## src/rtl/xcmp_pkg.sv

```systemverilog
package xcmp_pkg;

   typedef enum logic [1:0] {
      RC_IDLE = 2'b00,
      RC_PASS = 2'b01,
      RC_FAIL = 2'b10,
      RC_IGN  = 2'b11
   } res_code_e;

   localparam int unsigned RC_W = 2;

endpackage

```

## src/rtl/xcmp_xor_net.sv

```systemverilog
module xcmp_xor_net #(
   parameter int unsigned N_IN  = 8,
   parameter int unsigned M_OUT = 5,
   parameter logic [N_IN*M_OUT-1:0] MATRIX = '0
) (
   input  logic [N_IN-1:0]  in_val,
   input  logic [N_IN-1:0]  in_unk,
   output logic [M_OUT-1:0] out_val,
   output logic [M_OUT-1:0] out_unk
);

   for (genvar j = 0; j < M_OUT; j++) begin : g_col
      logic [N_IN-1:0] sel;
      for (genvar i = 0; i < N_IN; i++) begin : g_row
         assign sel[i] = MATRIX[i*M_OUT + j];
      end
      assign out_val[j] = ^(in_val & sel);
      assign out_unk[j] = |(in_unk & sel);
   end

endmodule

```

## src/rtl/xcmp_judge.sv

```systemverilog
module xcmp_judge
   import xcmp_pkg::*;
#(
   parameter int unsigned M_OUT = 5
) (
   input  logic                  en,
   input  logic [M_OUT-1:0]      act_val,
   input  logic [M_OUT-1:0]      act_unk,
   input  logic [M_OUT-1:0]      exp_val,
   input  logic [M_OUT-1:0]      exp_unk,
   output logic [RC_W*M_OUT-1:0] code,
   output logic                  any_fail
);

   logic [M_OUT-1:0] bit_fail;

   for (genvar j = 0; j < M_OUT; j++) begin : g_bit
      res_code_e c;
      always_comb begin
         if (!en)                          c = RC_IDLE;
         else if (exp_unk[j] || act_unk[j]) c = RC_IGN;
         else if (act_val[j] == exp_val[j]) c = RC_PASS;
         else                              c = RC_FAIL;
      end
      assign code[RC_W*j +: RC_W] = c;
      assign bit_fail[j]          = (c == RC_FAIL);
   end

   assign any_fail = |bit_fail;

endmodule

```

## src/rtl/xcmp_verdict.sv

```systemverilog
module xcmp_verdict
   import xcmp_pkg::*;
#(
   parameter int unsigned M_OUT = 5
) (
   input  logic                  clk,
   input  logic                  rst_n,
   input  logic                  en,
   input  logic [RC_W*M_OUT-1:0] code_d,
   input  logic                  fail_d,
   input  logic                  pat_start,
   input  logic                  pat_end,
   output logic                  res_vld,
   output logic [RC_W*M_OUT-1:0] res_code,
   output logic                  cyc_fail,
   output logic                  pat_done,
   output logic                  pat_fail
);

   logic acc_q;
   logic acc_base;
   logic acc_next;

   assign acc_base = pat_start ? 1'b0 : acc_q;
   assign acc_next = acc_base | fail_d;

   always_ff @(posedge clk or negedge rst_n) begin
      if (!rst_n) begin
         res_vld  <= 1'b0;
         res_code <= '0;
         cyc_fail <= 1'b0;
      end else begin
         res_vld  <= en;
         res_code <= code_d;
         cyc_fail <= fail_d;
      end
   end

   always_ff @(posedge clk or negedge rst_n) begin
      if (!rst_n) begin
         acc_q    <= 1'b0;
         pat_done <= 1'b0;
         pat_fail <= 1'b0;
      end else begin
         acc_q    <= acc_next;
         pat_done <= pat_end;
         if (pat_end)        pat_fail <= acc_next;
         else if (pat_start) pat_fail <= 1'b0;
      end
   end

endmodule

```

## src/rtl/xtol_compactor.sv

```systemverilog
module xtol_compactor
   import xcmp_pkg::*;
#(
   parameter int unsigned N_IN  = 8,
   parameter int unsigned M_OUT = 5,
   parameter logic [N_IN*M_OUT-1:0] MATRIX = {
      5'b10110, 5'b01110, 5'b11001, 5'b10101,
      5'b01101, 5'b10011, 5'b01011, 5'b00111
   }
) (
   input  logic                   clk,
   input  logic                   rst_n,
   input  logic [N_IN-1:0]        resp_val,
   input  logic [N_IN-1:0]        resp_unk,
   input  logic [M_OUT-1:0]       exp_val,
   input  logic [M_OUT-1:0]       exp_unk,
   input  logic                   cmp_en,
   input  logic                   pat_start,
   input  logic                   pat_end,
   output logic [M_OUT-1:0]       cmp_val,
   output logic [M_OUT-1:0]       cmp_unk,
   output logic                   res_vld,
   output logic [2*M_OUT-1:0]     res_code,
   output logic                   cyc_fail,
   output logic                   pat_done,
   output logic                   pat_fail
);

   localparam int unsigned CODE_W = RC_W * M_OUT;

   // structural legality of the parameters
   if (M_OUT >= N_IN) begin : g_bad_ratio
      $error("xtol_compactor: M_OUT must be below N_IN");
   end
   if (M_OUT == 0) begin : g_bad_width
      $error("xtol_compactor: M_OUT must be nonzero");
   end
   for (genvar r = 0; r < N_IN; r++) begin : g_row_chk
      if (MATRIX[r*M_OUT +: M_OUT] == '0) begin : g_empty
         $error("xtol_compactor: matrix row without any connection");
      end
   end

   logic [CODE_W-1:0] code_d;
   logic              fail_d;

   xcmp_xor_net #(
      .N_IN   (N_IN),
      .M_OUT  (M_OUT),
      .MATRIX (MATRIX)
   ) net_i (
      .in_val  (resp_val),
      .in_unk  (resp_unk),
      .out_val (cmp_val),
      .out_unk (cmp_unk)
   );

   xcmp_judge #(
      .M_OUT (M_OUT)
   ) judge_i (
      .en       (cmp_en),
      .act_val  (cmp_val),
      .act_unk  (cmp_unk),
      .exp_val  (exp_val),
      .exp_unk  (exp_unk),
      .code     (code_d),
      .any_fail (fail_d)
   );

   xcmp_verdict #(
      .M_OUT (M_OUT)
   ) verdict_i (
      .clk       (clk),
      .rst_n     (rst_n),
      .en        (cmp_en),
      .code_d    (code_d),
      .fail_d    (fail_d),
      .pat_start (pat_start),
      .pat_end   (pat_end),
      .res_vld   (res_vld),
      .res_code  (res_code),
      .cyc_fail  (cyc_fail),
      .pat_done  (pat_done),
      .pat_fail  (pat_fail)
   );

endmodule

```

## config.mk

```make
export PLATFORM = sky130hd
export DESIGN_NAME = xtol_compactor
export DESIGN_NICKNAME = d
export VERILOG_FILES = /design/src/rtl/xcmp_pkg.sv /design/src/rtl/xcmp_xor_net.sv /design/src/rtl/xcmp_judge.sv /design/src/rtl/xcmp_verdict.sv /design/src/rtl/xtol_compactor.sv
export SDC_FILE = /design/constraint.sdc
export NUM_CORES = 1
export LEC_CHECK = 0
export ABC_CLOCK_PERIOD_IN_PS = 1800
export CORE_AREA = 2 2 50 52
export DETAILED_ROUTE_END_ITERATION = 7
export DIE_AREA = 0 0 52 54
export PLACE_DENSITY = 0.82
export SKIP_CTS_REPAIR_TIMING = 1
export SYNTH_ARGS = -nofsm -noshare
export SYNTH_HDL_FRONTEND = slang
export SYNTH_HIERARCHICAL = 1
export SYNTH_SLANG_ARGS = --single-unit
export TNS_END_PERCENT = 50
```

## constraint.sdc

```tcl
create_clock -name clk -period 1.8 [get_ports clk]
set_clock_uncertainty 0.1 [all_clocks]
set_input_delay 0.18 -clock clk [delete_from_list [all_inputs] [get_ports clk]]
set_output_delay 0.18 -clock clk [all_outputs]
set_load 0.02 [all_outputs]
```

==> results.cfg, run 1 <==
[grt]
grt-ovfl-total = 0
grt_pass1_wl_um = 3700
grt_pass1_vias = 889
grt_max_degree = 16
grt_use_total = 0.188
antenna_found_initial = 0

[final_layout]
drive_gt1_frac = 0.290
finalInstanceArea_um2 = 1680
multi_input_area_um2 = 472
syn_to_final_growth_pct = 115
final_common_cell = clkdlybuf4s50_1
antenna_cells = 0
fillers = 169
seq_area_um2 = 375
utilization = 0.723
nets = 187
most-common-layout-cells = clkdlybuf4s50_1, buf_4, dlymetal6s2s_1, dfrtp_1, nor2_1

[place]
preCtsSetupSlack_ps = -635
port_buffers = 54
dp_hpwl_um = 2050
gp_congestion = 0.666
placed_area_um2 = 1560

[sta]
period_share = 1.01
fmaxAchievable_ghz = 0.551
min_period_ps = 1810
fin_ws_ps = -14.9
report.final.slew_viol_count = 0
final-hold-violation-count = 0
tns_ps = -14.9
worst-slew-pin-transition_ps = 612
setup_viol = 1
maxSlewHeadroom = 0.591

[synth]
synth_area_leaders = dfrtp_1, xnor3_1, xor2_1, nor2_1, nor3_1
synth_edf_count = 0
synth_top_area_share = 0.482
netlist_area_um2 = 779
synth_ff_type = dfrtp_1
syn_inst = 72
syn_nets = 103
ys_seq_area_frac = 0.482
ys_seq_elements = 15
yosys_warnings = 6
synth_area_leader_cell = dfrtp_1
synth_cell_types = 18
async_reset_ff_frac = 1.00
postSynthAreaPerCell_um2 = 10.8

[power]
seqPwrFrac = 0.343
combPwrFrac = 0.484
clockPowerShare = 0.173
pwr_density_cell_nw_per_um2 = 625
total_power_w = 0.00105
irDropWorstVdd_mv = 0.435
p_int_w = 0.000715
leakage_nw = 0.824
swShare = 0.318
power.switching_w = 0.000333

[route]
postRouteAntennaNets = 0
num_vias = 859
first_iter_violations = 9
postRouteWirelength_um = 2600
via_per_inst = 4.64
routedWlPerCell_um = 14.1
drc = 0
drt-pass1-iter-count = 4

[worst_setup_path]
path_max_fanout = 3
critPathKind = input port to flop
worstPathRequired_ps = 1900
cp-start-kind = input port
setup.worst_path.end_class = flop
crit_arrival_ps = 1920

[hold_path]
min_path_type = input port to async pin

[floorplan]
initial_utilization = 0.336
die_h_um = 54
dieArea_um2 = 2810
die_w_um = 52
fp-row-count = 18
design.core.area_um2 = 2320
pin_count = 55

[status]
status = finished with violations
violations = setup timing

[clock_tree]
cts_root_buf = clkbuf_4
clk_latency_ps = 270
numCtsBuffers = 3
cts_tree = done
clk_pin_slew_ps = 80
clk_path_buf_depth = 2
htree_num_levels = 1
clkSinkCount = 15

[job]
maxCapViolCount = 0
==> Yosys cell counts (2+ instances only) <==
cell type   n
nand2_1     4
nor2_1     13
a21oi_1     6
nand2b_1    2
xnor3_1     4
dfrtp_1    15
xor2_1      7
nor3_1      7
nor2b_1     2
xnor2_1     4
==> state kept, by name, indices dropped and copies added, names as in the netlist <==
signal / count
verdict_i/cyc_fail: 1
verdict_i/pat_fail: 1
verdict_i/acc_q: 1
verdict_i/res_vld: 1
verdict_i/res_code: 10
verdict_i/pat_done: 1
==> cell families (layout without fill, tap and decap cells) <==
kind of cell / after synthesis / count (layout) / synth area share
and+or+nand+nor: 30 / 30 / 0.177
xor gates and xnor gates: 16 / 16 / 0.260
DFF: 15 / 15 / 0.482
AOI/OAI and AO/OA: 9 / 9 / 0.0722
buffers and inverters: 2 / 85 / 0.00962
==> per-layer routing <==
layer  up-vias  wire, um  GRT usage
met5         -         0          0
met4         0        74      0.118
met3         8       236     0.0583
met2        55      1400      0.367
met1       386       892      0.163
li1        410         -          -
==> worst max-delay path: stages <==
cell             delay, ps
clkdlybuf4s50_1        430
buf_4                  150
nor4_1                 290
nand2_1                150
nor2_1                 220
a22oi_2                100
a21oi_2                190
nor2b_1                 60
a2bb2oi_1              130
==> worst paths after layout <==
kind                                    startpoint                    end  slack [ps]  cells past startpoint
min in group clk                            cmp_en      verdict_i/res_vld         290                      1
max in group asynchronous                    rst_n  verdict_i/res_code[6]        1030                      1
worst min-delay path                         rst_n     verdict_i/pat_fail         180                      1
worst max register to register  verdict_i/pat_fail     verdict_i/pat_fail         960                      2
worst max-delay path                   resp_unk[4]     verdict_i/pat_fail         -10                      9
worst min register to register     verdict_i/acc_q        verdict_i/acc_q         400                      2
==> cell type report <==
| class | count | share of cell area |
|---|---|---|
| Clock buffer | 3 | 0.0134 |
| Clock inverter | 1 | 0.00299 |
| Inverter | 1 | 0.00224 |
| Multi-Input combinational cell | 55 | 0.281 |
| Sequential cell | 15 | 0.224 |
| Tap cell | 30 | 0.0224 |
| Timing Repair Buffer | 80 | 0.454 |
==> power by group through the flow <==
stage / logic [W] / clock network, W / registers (W)
5_1_grt: 0.000536 / 0.000210 / 0.000361
3_5_place_dp: 0.000484 / 0 / 0.000367
6_report: 0.000507 / 0.000181 / 0.000360
4_1_cts: 0.000487 / 0.000192 / 0.000360
3_3_place_gp: 0.000471 / 0 / 0.000367
2_1_floorplan: 0.000180 / 0 / 0.000390
==> stage by stage <==
step	hold slack, ps	std cells
after floorplan	-216	72
after global placement	372	178
after detailed placement	386	178
after CTS	192	182
after global routing	213	185
final	182	185
Note: power is estimated with default switching activity, not from simulation.
==> inputs of run 2 (changes only) <==
--- a/config.mk
+++ b/config.mk
@@ -11,6 +11,7 @@
 export DIE_AREA = 0 0 52 54
 export PLACE_DENSITY = 0.82
 export SKIP_CTS_REPAIR_TIMING = 1
+export SKIP_LAST_GASP = 1
 export SYNTH_ARGS = -nofsm -noshare
 export SYNTH_HDL_FRONTEND = slang
 export SYNTH_HIERARCHICAL = 1
==> run 2 against run 1 <==
  * The run still ends with setup timing left
  * Via count down 1.3%
  * Sequential share of layout area up 0.10 points
  * Setup slack worse by 140 ps
  * Core utilization down 0.32 points
  * Power down 0.40%
  * Sequential cell count unchanged
  * Clock power about the same
  * Worst hold slack better by 3.1 ps
  * Non-clock buffer count unchanged
  * Die area unchanged
  * Design area down 0.45%
==> results.cfg, run 2 (same netlist as run 1, synthesis figures left out) <==
[status]
status = finished with violations
violations = setup timing

[sta]
worst-slew-pin-transition_ps = 618
maxSlewHeadroom = 0.586
setup_viol = 3
holdWs_ps = 185
min_period_ps = 1950
period_share = 1.08
report.final.slew_viol_count = 0
fmaxAchievable_ghz = 0.512
rsz0062_at_grt = true
final-hold-violation-count = 0
fin_ws_ps = -152

[clock_tree]
clk_pin_slew_ps = 80
cts_tree = done
clk_latency_ps = 270
numCtsBuffers = 3
clk_path_buf_depth = 2
htree_num_levels = 1
clkSinkCount = 15
cts_root_buf = clkbuf_4

[worst_setup_path]
crit_chain = clkdlybuf4s50_1 -> buf_4 -> nor3_1 -> nand2_1 -> clkdlybuf4s50_1
path_max_fanout = 3
critPathKind = input port to output port
worstRegToRegCells = 2
setup.worst_path.end_class = output port
worstReg2RegStart = verdict_i/pat_fail
crit_slowest_cell = clkdlybuf4s50_1
cp-startpoint = resp_unk[4]
r2r-end = verdict_i/pat_fail
cp-start-kind = input port
worstPathRequired_ps = 1520
path_buf_inv = 3
reg2reg_slack_ps = 960
slowest_delay_ps = 560
cpLargestDelayFamily = buffers and inverters
path_common_cell = clkdlybuf4s50_1
crit_arrival_ps = 1670

[final_layout]
antenna_cells = 0
most-common-layout-cells = clkdlybuf4s50_1, buf_4, dfrtp_1
nets = 187
drive_gt1_frac = 0.290
finalInstanceArea_um2 = 1670
largest-register = verdict_i/res_code
syn_to_final_growth_pct = 114
largest_reg_flops = 10
final_common_cell = clkdlybuf4s50_1

[grt]
grt-ovfl-total = 0
grt_max_degree = 16
grt_use_total = 0.188
grt_pass1_wl_um = 3700
antenna_found_initial = 0
grt_pass1_vias = 889

[hold_path]
min_path_type = input port to async pin

[power]
pwr_density_cell_nw_per_um2 = 625
irDropWorstVdd_mv = 0.435
leakage_nw = 0.823

[place]
dp_hpwl_um = 2050
port_buffers = 54
placed_area_um2 = 1560
gp_congestion = 0.666

[route]
postRouteAntennaNets = 0
via_per_inst = 4.58
drc = 0
first_iter_violations = 6
num_vias = 848
routedWlPerCell_um = 13.6
drt-pass1-iter-count = 4
postRouteWirelength_um = 2520

[job]
maxCapViolCount = 0

[floorplan]
initial_utilization = 0.336
fp-row-count = 18
die_w_um = 52
die_h_um = 54
pin_count = 55
dieArea_um2 = 2810
design.core.area_um2 = 2320
run 2: cell types whose count changed in the layout (fill, tap and decap cells not counted), sizes merged:
cell / previous run / this run
dlymetal6s2s: 15 / 12
clkdlybuf4s50: 36 / 39
run 2: final cells by class:
type / count / area (um^2)
clock inverters: 1 / 5.00
fillers: 171 / 651
well taps: 30 / 37.5
flip-flops and latches: 15 / 375
repair buffers: 80 / 753
clock buffers: 3 / 22.5
multi-input cells: 55 / 472
inverters: 1 / 3.75
run 2: layer usage:
layer,track usage,routed length [um],up-vias
met3,0.0583,229,8
met1,0.163,821,381
met5,0,0,-
li1,-,-,410
met2,0.367,1390,49
met4,0.118,74,0
run 2: where the power goes:
part	leakage (nW)	internal (W)	total, W	switching [W]
logic	0.625	0.000278	0.000504	0.000226
registers	0.180	0.000355	0.000360	0.00000469
clock network	0.0177	0.0000824	0.000180	0.0000977
total	0.823	0.000715	0.00104	0.000328
run 2: worst max path at each step:
| stage | end | slack [ps] | depth (start not counted) |
|---|---|---|---|
| final | cmp_unk[2] | -150 | 5 |
| after global routing | cmp_unk[2] | -230 | 5 |
| after CTS | cmp_val[4] | -620 | 5 |
| after detailed placement | verdict_i/pat_fail | -630 | 8 |
| after global placement | verdict_i/pat_fail | -560 | 8 |
| after floorplan | verdict_i/pat_fail | -70 | 7 |
run 2: through the flow:
stage / TNS, ps / instances / power [W] / setup slack [ps] / utilization
4_1_cts: -4080 / 182 / 0.00104 / -615 / 0.685
3_5_place_dp: -7170 / 178 / 0.000851 / -635 / 0.673
2_1_floorplan: -120 / 72 / 0.000571 / -73.9 / -
5_1_grt: -498 / 185 / 0.00111 / -233 / 0.720
6_report: -275 / 185 / 0.00104 / -152 / 0.720
3_3_place_gp: -6250 / 178 / 0.000838 / -565 / 0.673
==> inputs of run 3 (changes only) <==
--- a/config.mk
+++ b/config.mk
@@ -5,11 +5,12 @@
 export SDC_FILE = /design/constraint.sdc
 export NUM_CORES = 1
 export LEC_CHECK = 0
+export ABC_AREA = 1
 export ABC_CLOCK_PERIOD_IN_PS = 1800
-export CORE_AREA = 2 2 50 52
+export CORE_AREA = 2 2 52 54
 export DETAILED_ROUTE_END_ITERATION = 7
-export DIE_AREA = 0 0 52 54
-export PLACE_DENSITY = 0.82
+export DIE_AREA = 0 0 54 56
+export PLACE_DENSITY = 0.84
 export SKIP_CTS_REPAIR_TIMING = 1
 export SKIP_LAST_GASP = 1
 export SYNTH_ARGS = -nofsm -noshare
==> run 3 against run 2 <==
  * The flow still finishes with violations (setup timing)
  * Synthesized area up 22%
  * Critical path depth up 12
  * Power down 17%
  * Largest cell class unchanged
  * Non-clock buffer count down 21
  * Sequential share of layout area up 1.2 points
  * Setup slack better by 56 ps
==> results.cfg, run 3 <==
[synth]
yosys_warnings = 6
netlist_area_um2 = 948
synth_area_leaders = dfrtp_1, nand2_1, inv_1, nor2_1, nand3_1
synth_cell_types = 13
ys_seq_elements = 15
syn_nets = 178
yosysMostFrequentCell = nand2_1
postSynthAreaPerCell_um2 = 6.45
synth_edf_count = 0
synth_top_area_share = 0.396
synth_area_leader_cell = dfrtp_1
syn_inst = 147
async_reset_ff_frac = 1.00
ys_seq_area_frac = 0.396
synthTopCellsByCount = nand2_1, inv_1, dfrtp_1, nor2_1, nand3_1
synth_ff_type = dfrtp_1

[sta]
period_share = 1.05
maxSlewHeadroom = 0.599
holdWs_ps = 187
fmaxAchievable_ghz = 0.527
final-hold-violation-count = 0
min_period_ps = 1900
fin_ws_ps = -96.3
worst-slew-pin-transition_ps = 600
rsz0062_at_grt = true
report.final.slew_viol_count = 0
setup_viol = 2

[job]
maxCapViolCount = 0

[power]
swShare = 0.307
power.switching_w = 0.000265
irDropWorstVdd_mv = 0.347
p_int_w = 0.000600
pwr_density_cell_nw_per_um2 = 547
leakage_nw = 0.871
seqPwrFrac = 0.414
clockPowerShare = 0.200
combPwrFrac = 0.386

[worst_setup_path]
worstPathRequired_ps = 1910
path_max_fanout = 4
r2r-end = verdict_i/pat_fail
worstRegToRegCells = 4
critPathKind = input port to flop
worstReg2RegStart = verdict_i/acc_q
reg2reg_slack_ps = 1010
cp-start-kind = input port
crit_arrival_ps = 2010
setup.worst_path.end_class = flop

[final_layout]
drive_gt1_frac = 0.0718
final_common_cell = nand2_1
antenna_cells = 0
nets = 241
syn_to_final_growth_pct = 66.9
utilization = 0.651
largest-register = verdict_i/res_code
layoutNonFillerInstCount = 239
most-common-layout-cells = nand2_1, clkdlybuf4s50_1, inv_1
largest_reg_flops = 10
fillers = 250

[clock_tree]
clk_path_buf_depth = 2
clk_pin_slew_ps = 70
htree_num_levels = 1
cts_tree = done
cts_root_buf = clkbuf_4
clkSinkCount = 15
clk_latency_ps = 270
numCtsBuffers = 3

[floorplan]
pin_count = 55
design.core.area_um2 = 2430
fp-row-count = 18
die_w_um = 54
initial_utilization = 0.390
dieArea_um2 = 3020
die_h_um = 56

[route]
num_vias = 1078
drc = 0
via_per_inst = 4.51
routedWlPerCell_um = 10.1
drt-pass1-iter-count = 4
postRouteAntennaNets = 0
first_iter_violations = 18
postRouteWirelength_um = 2420

[place]
dp_cells = 235
port_buffers = 54
dp_hpwl_um = 2090
gp_congestion = 0.751

[status]
violations = setup timing
status = finished with violations

[hold_path]
min_path_type = input port to async pin

[grt]
grt_max_degree = 16
grt_pass1_vias = 1064
grt_use_total = 0.174
grt-ovfl-total = 0
antenna_found_initial = 0
grt_pass1_wl_um = 3950
[run 3: cell families after synthesis]
kind of cell | Yosys count | share of synthesized area
DFF | 15 | 0.396
and+or+nand+nor | 95 | 0.420
xor gates and xnor gates | 7 | 0.0646
buffers and inverters | 30 | 0.120
[run 3: final cells by class]
| type | count | area [um^2] | share of cell area |
|---|---|---|---|
| sequential | 15 | 375 | 0.237 |
| clock buffer | 4 | 26.3 | 0.0166 |
| multi-input combinational | 102 | 459 | 0.290 |
| inverter | 29 | 109 | 0.0688 |
| tap | 30 | 37.5 | 0.0237 |
| timing repair buffer | 59 | 576 | 0.364 |
[run 3: power groups by stage]
stage	sequential, W	clock [W]	combinational, W
floorplan	0.000387	0	0.000140
global placement	0.000365	0	0.000334
detailed placement	0.000365	0	0.000342
CTS	0.000359	0.000185	0.000344
global route	0.000360	0.000199	0.000369
finish	0.000358	0.000173	0.000334
[run 3: metrics by stage]
stage               power (W)  TNS, ps  worst slack [ps]  cell area [um^2]
finish               0.000865    -97.5             -96.3              1580
global route         0.000927     -680              -317              1580
CTS                  0.000887    -1600              -368              1590
detailed placement   0.000707    -2460              -387              1560
global placement     0.000699    -1880              -304              1560
floorplan            0.000527        0               176               948
[run 3: routing by layer]
| metal | share of wire | global-route usage |
|---|---|---|
| met5 | 0 | 0 |
| met4 | 0.011 | 0.0893 |
| met3 | 0.094 | 0.0430 |
| met2 | 0.53 | 0.315 |
| met1 | 0.37 | 0.173 |
[run 3: critical path: stages]
cell,delay [ps]
clkdlybuf4s50_1,540
inv_1,80
nand2_1,70
nand2_1,90
nand2_1,110
nand3_1,80
nand2_1,110
inv_1,40
nand2_1,70
nand3_1,90
nand3_1,110
nor2_1,40
nor2_1,130
inv_1,70
nand2_2,70
nand2_1,50
nand2_1,50
[run 3: how the worst max path moves through the flow]
stage           startpoint                 end  slack (ps)  cells after the start
3_5_place_dp   resp_val[0]  verdict_i/pat_fail        -390                     17
2_1_floorplan  resp_val[1]  verdict_i/pat_fail         180                     11
5_1_grt        resp_val[0]  verdict_i/pat_fail        -320                     18
3_3_place_gp   resp_val[7]  verdict_i/pat_fail        -300                     17
6_report       resp_val[0]  verdict_i/pat_fail        -100                     17
4_1_cts        resp_val[0]          cmp_val[0]        -370                      8
